### src/rtl/rxf_pkg.sv
package rxf_pkg;
    typedef enum logic [0:0] {
        RXF_IDLE  = 1'b0,
        RXF_DRAIN = 1'b1
    } rxf_state_e;
endpackage

### src/rtl/rxf_store.sv
// Word storage: one write port, one registered read port.
// The read register shows zero in any cycle without a read.
module rxf_store #(
    parameter int W     = 32,
    parameter int DEPTH = 32,
    localparam int AW   = $clog2(DEPTH)
) (
    input  logic          clk,
    input  logic          rst,
    input  logic          we,
    input  logic [AW-1:0] waddr,
    input  logic [W-1:0]  wdata,
    input  logic          re,
    input  logic [AW-1:0] raddr,
    output logic [W-1:0]  rdata
);
    logic [W-1:0] mem [DEPTH];

    always_ff @(posedge clk) begin
        if (we) begin
            mem[waddr] <= wdata;
        end
    end

    always_ff @(posedge clk) begin
        if (rst) begin
            rdata <= '0;
        end else if (re) begin
            rdata <= mem[raddr];
        end else begin
            rdata <= '0;
        end
    end
endmodule

### src/rtl/rxf_track.sv
// Pointer and occupancy tracking, including the rewrite of the newest slot
// when a word arrives at a full store.
module rxf_track #(
    parameter int DEPTH = 32,
    localparam int AW   = $clog2(DEPTH),
    localparam int CW   = $clog2(DEPTH + 1),
    localparam int HALF = DEPTH / 2
) (
    input  logic          clk,
    input  logic          rst,
    input  logic          push,
    input  logic          pop,
    output logic          wr_en,
    output logic [AW-1:0] wr_addr,
    output logic [AW-1:0] rd_addr,
    output logic          has_data,
    output logic          next_zero,
    output logic          data_ready,
    output logic          stat_half,
    output logic          stat_full
);
    logic [AW-1:0] wr_ptr, rd_ptr;
    logic [CW-1:0] count, count_d;
    logic          is_full, append, rewrite;

    function automatic logic [AW-1:0] ptr_inc(input logic [AW-1:0] p);
        return (p == AW'(DEPTH - 1)) ? '0 : p + AW'(1);
    endfunction

    function automatic logic [AW-1:0] ptr_dec(input logic [AW-1:0] p);
        return (p == '0) ? AW'(DEPTH - 1) : p - AW'(1);
    endfunction

    always_comb begin
        is_full  = (count == CW'(DEPTH));
        has_data = (count != '0);
        append   = push && (!is_full || pop);
        rewrite  = push && is_full && !pop;
        count_d  = count + CW'(append) - CW'(pop);
        next_zero = (count_d == '0);
        wr_en    = push;
        wr_addr  = rewrite ? ptr_dec(wr_ptr) : wr_ptr;
        rd_addr  = rd_ptr;
    end

    always_ff @(posedge clk) begin
        if (rst) begin
            wr_ptr     <= '0;
            rd_ptr     <= '0;
            count      <= '0;
            data_ready <= 1'b0;
            stat_half  <= 1'b0;
            stat_full  <= 1'b0;
        end else begin
            if (append) begin
                wr_ptr <= ptr_inc(wr_ptr);
            end
            if (pop) begin
                rd_ptr <= ptr_inc(rd_ptr);
            end
            count      <= count_d;
            data_ready <= (count_d != '0);
            stat_half  <= (count_d >= CW'(HALF));
            stat_full  <= (count_d == CW'(DEPTH));
        end
    end
endmodule

### src/rtl/rxf_ctrl.sv
// Read control: IDLE takes host commands, DRAIN pops every cycle until empty.
module rxf_ctrl
    import rxf_pkg::*;
(
    input  logic clk,
    input  logic rst,
    input  logic rd_one,
    input  logic rd_all,
    input  logic has_data,
    input  logic next_zero,
    output logic pop,
    output logic draining,
    output logic rd_valid
);
    rxf_state_e state, state_d;
    logic       fire;

    always_comb begin
        state_d = state;
        pop     = 1'b0;
        fire    = 1'b0;
        unique case (state)
            RXF_IDLE: begin
                if (rd_all) begin
                    fire = 1'b1;
                    pop  = has_data;
                    if (has_data && !next_zero) begin
                        state_d = RXF_DRAIN;       // start_drain
                    end
                end else if (rd_one) begin
                    fire = 1'b1;
                    pop  = has_data;
                end
            end
            RXF_DRAIN: begin
                fire = has_data;
                pop  = has_data;
                if (next_zero) begin
                    state_d = RXF_IDLE;            // drain_done
                end
            end
        endcase
    end

    always_ff @(posedge clk) begin
        if (rst) begin
            state <= RXF_IDLE;
        end else begin
            state <= state_d;
        end
    end

    always_ff @(posedge clk) begin
        if (rst) begin
            rd_valid <= 1'b0;
        end else begin
            rd_valid <= fire;
        end
    end

    assign draining = (state == RXF_DRAIN);
endmodule

### src/rtl/rx_word_fifo.sv
module rx_word_fifo #(
    parameter int W     = 32,
    parameter int DEPTH = 32,
    localparam int AW   = $clog2(DEPTH)
) (
    input  logic         clk,
    input  logic         rst,
    input  logic         wr_stb,
    input  logic [W-1:0] wr_word,
    input  logic         rd_one,
    input  logic         rd_all,
    output logic         rd_valid,
    output logic [W-1:0] rd_word,
    output logic         data_ready,
    output logic         stat_empty,
    output logic         stat_half,
    output logic         stat_full
);
    logic          pop, draining, has_data, next_zero, wr_en;
    logic [AW-1:0] wr_addr, rd_addr;

    rxf_ctrl u_ctrl (
        .clk       (clk),
        .rst       (rst),
        .rd_one    (rd_one),
        .rd_all    (rd_all),
        .has_data  (has_data),
        .next_zero (next_zero),
        .pop       (pop),
        .draining  (draining),
        .rd_valid  (rd_valid)
    );

    rxf_track #(.DEPTH(DEPTH)) u_track (
        .clk        (clk),
        .rst        (rst),
        .push       (wr_stb),
        .pop        (pop),
        .wr_en      (wr_en),
        .wr_addr    (wr_addr),
        .rd_addr    (rd_addr),
        .has_data   (has_data),
        .next_zero  (next_zero),
        .data_ready (data_ready),
        .stat_half  (stat_half),
        .stat_full  (stat_full)
    );

    rxf_store #(.W(W), .DEPTH(DEPTH)) u_store (
        .clk   (clk),
        .rst   (rst),
        .we    (wr_en),
        .waddr (wr_addr),
        .wdata (wr_word),
        .re    (pop),
        .raddr (rd_addr),
        .rdata (rd_word)
    );

    assign stat_empty = ~data_ready;
endmodule

### config.mk
export PLATFORM = sky130hd
export DESIGN_NAME = rx_word_fifo
export DESIGN_NICKNAME = d
export VERILOG_FILES = /design/src/rtl/rxf_pkg.sv /design/src/rtl/rxf_store.sv /design/src/rtl/rxf_track.sv /design/src/rtl/rxf_ctrl.sv /design/src/rtl/rx_word_fifo.sv
export SDC_FILE = /design/constraint.sdc
export NUM_CORES = 1
export LEC_CHECK = 0
export BUFFER_PORTS_ARGS = -buffer_cell sky130_fd_sc_hd__buf_2
export CAP_MARGIN = 20
export CORE_MARGIN = 5
export CORE_UTILIZATION = 55
export CTS_BUF_LIST = sky130_fd_sc_hd__clkbuf_4 sky130_fd_sc_hd__clkbuf_8
export CTS_CLUSTER_DIAMETER = 200
export DETAILED_ROUTE_END_ITERATION = 8
export PLACE_DENSITY = 0.81
export SLEW_MARGIN = 20
export SYNTH_ARGS = -nofsm -noshare
export SYNTH_HDL_FRONTEND = slang
export SYNTH_HIERARCHICAL = 1
export SYNTH_SLANG_ARGS = --single-unit
### constraint.sdc
create_clock -name clk -period 7.61 [get_ports clk]
set_clock_uncertainty 0.2 [all_clocks]
set_input_delay 1.1415 -clock clk [delete_from_list [all_inputs] [get_ports clk]]
set_output_delay 1.1415 -clock clk [all_outputs]
set_load 0.05 [all_outputs]
==> flow_summary.toml <==
[die]
io_pins = 74
rows = 100
initial_utilization_pct = 55.4
core-area_um2 = 74400
die_height_um = 284
die_w_um = 284
die_area_um2 = 80600

[sta]
fin_tns_setup_ps = 0
min_period_ps = 4960
tightest_slew_ps = 1180
finalSetupViolCount = 0
fmax_mhz = 202
slew_violations = 0
rsz0062_at_grt = "no"
slew_headroom_pct = 21.2
hold_viol = 0
worst_slack_ps = 2650
fin_crit_sh_pct = 65.2

[clock_network]
cts_root_buffer = "clkbuf_8"
ctsLongestPathBuffers = 3
clk_pin_slew_ps = 60
clk_latency_ps = 820
cts-resized-gates = 0
numClockSinks = 1077
post-cts-setup-buffers = 0
tritoncts = "built"
cts_buffers = 160
hold_buffers = 0
h-tree-depth = 4

[critical_path]
path_cells = "inv_1, ha_1, nand3_1, nor2b_1, nand2b_1, nor2_1, o311ai_1, o21a_1, nand3_1, nor2_4"
r2r_setup_slack_ps = 2650
rr_startpoint = "u_track/count[2]"
cp_slowest_cell = "nor2_4"
cp.arrival_ps = 5180
critPathLaunchType = "flop"
rr_worst_depth = 10
startpoint = "u_track/count[2]"
end_kind = "flop"
cp.required_ps = 7830
crit_type = "reg -> reg"
critPathMaxStageDelay_ps = 1200
critPathBufInv = 1
crit_family = "simple AND/OR/NAND/NOR gates"
cpMostUsedCell = "nand3_1"
critPathMaxFanout = 32
r2r-end = "u_store/mem[3][10]"

[layout]
layout_common_cells = "1024 x edfxtp_1, 224 x mux4_2, 164 x clkbuf_8"
final_common_cell = "edfxtp_1"
final_area_um2 = 45900
drive_gt1_share_pct = 30.1
final_util_pct = 61.7
fillCellCount = 4734
area_growth_syn_to_layout_pct = 11.2
final_nets = 2073

[drt]
postRouteAntennaNets = 0
drc = 0
firstDrtPassIters = 5
viasPerCell = 6.57
drt-initial-drc-count = 2621
wl_um = 96900
wire_per_inst_um = 31.1
dr_total_vias = 20400

[grt]
grt_max_degree = 121
grt_overflow = 0
grt_pass1_wl_um = 140000
antenna_found_initial = 3
grt.total_usage_pct = 23.9
grt_pass1_vias = 20400

[power]
power_uw = 14600
clockPowerShare_pct = 30.9
seqPwrFrac_pct = 46.8
internal_power_uw = 10300
pwr-share-comb_pct = 22.3
switchingPower_uw = 4300
leakage_uw = 0.0143
switching_share_pct = 29.5
ir_drop_uv = 256
power_density_nw_per_um2 = 318

[synthesis]
synth_xor_area_share_pct = 0.106
ys.flop_type = "edfxtp_1"
synthAdderAreaFrac_pct = 0.443
synth_edf_count = 1024
seq_area_frac_synth_pct = 77.1
syn_inst = 1871
synth_warnings = 6
synth_top_family_by_area = "multiplexers"
syn_nets = 1922
synth.area.mux_share_pct = 15.5
synth_compound_area_share_pct = 3.69
synth_seq_cells = 1077
synth.avg_cell_area_um2 = 22.1
synth_top_cell_by_area = "edfxtp_1"
synth_top_area_share_pct = 74.5
synth.area.top_cells = "edfxtp_1 74%, mux4_2 12%, mux2i_1 3.2%"
syn-cell-area_um2 = 41300
async_flop_share_pct = 0
synthSimpleGateAreaFrac_pct = 1.50
ys_types = 57

[placed_design]
dp_hpwl_um = 55300
io_buffer_count = 73
postPlaceCellArea_um2 = 42600
gp_congestion = 0.853
place_ws_ps = 2220

[worst_hold_path]
whs_endpoint = "u_ctrl/draining"
hold_class = "reg -> reg"
min_from = "u_ctrl/draining"
worst_hold_path.num_cells = 2

[run_status]
status = "complete, no violations"

[run]
max_cap_violations = 0
[final cells by class]
type	instances	area [µm²]	share of cell area (%)
sequential	1077	31800	69.3
inverter	12	46.3	0.101
antenna	4	10.0	0.0218
tap	969	1210	2.64
timing repair buffer	94	723	1.58
clock inverter	66	437	0.951
clock buffer	214	2630	5.73
multi-input combinational	677	9020	19.6
[per-stage QoR]
step | hold slack [ps] | std cells
CTS | 343 | 3099
global placement | 322 | 2819
detailed placement | 328 | 2819
finish | 344 | 3113
floorplan | 288 | 1871
global route | 388 | 3109
[worst min-delay path: stages, from the launching register on]
cell and delay, ps:
dfxtp_1 330, a21oi_1 120, nor3_1 50
[flip-flops by register name (all words and copies together), names as in the netlist]
| register | count |
|---|---|
| u_track/rd_addr | 5 |
| u_ctrl/draining | 1 |
| u_ctrl/rd_valid | 1 |
| u_track/data_ready | 1 |
| u_store/mem | 1024 |
| u_track/stat_full | 1 |
| u_track/wr_ptr | 5 |
| u_store/rdata | 32 |
| u_track/stat_half | 1 |
| u_track/count | 6 |
[how the worst max path moves through the flow]
stage / endpoint / cells past startpoint
2_1_floorplan: u_store/mem[10][0] / 9
3_3_place_gp: u_store/mem[11][9] / 9
3_5_place_dp: u_store/mem[11][29] / 9
4_1_cts: u_store/mem[27][11] / 10
5_1_grt: u_store/mem[19][26] / 10
6_report: u_store/mem[3][10] / 10
[routing by layer]
metal / vias to the layer above / track usage (%) / part of all wire [%]
met4: 0 / 9.41 / 3.6
met1: 10700 / 33.4 / 37
met5: - / 0 / 0
li1: 8235 / - / -
met3: 161 / 6.21 / 11
met2: 1382 / 36.9 / 48
[logic make-up (layout without fill, tap and decap cells)]
logic type / count (synthesis) / in the layout
buf+inv: 117 / 386
other cells: 0 / 4
fa+ha+maj: 14 / 14
xor+xnor: 5 / 5
mux: 358 / 358
simple gates: 117 / 117
flops: 1077 / 1077
compound gates: 183 / 183
[Yosys cell counts (all sizes together), types with 2 or more instances]
cell type and instances:
nor3 5, ha 13, a22oi 33, o21a 2
xnor2 2, dfxtp 53, nor2b 8, a221oi 27
nand3 4, nor2 53, clkbuf 33, inv 12
edfxtp 1024, or3b 3, o21ai 33, a31oi 35
mux4 224, buf 72, a21oi 10, nand3b 6
o2111ai 5, a221o 32, nand2b 6, mux2i 133
xor2 3, and3 4, or3 3, nand2 15
[power by group through the flow]
stage	registers (µW)	logic [µW]	clock network, µW
2_1_floorplan	7070	2140	0
3_3_place_gp	6950	3170	0
3_5_place_dp	6960	3230	0
4_1_cts	6830	3240	4590
5_1_grt	6850	3390	4880
6_report	6830	3250	4510
No activity file was read; power rests on OpenSTA's default activity.
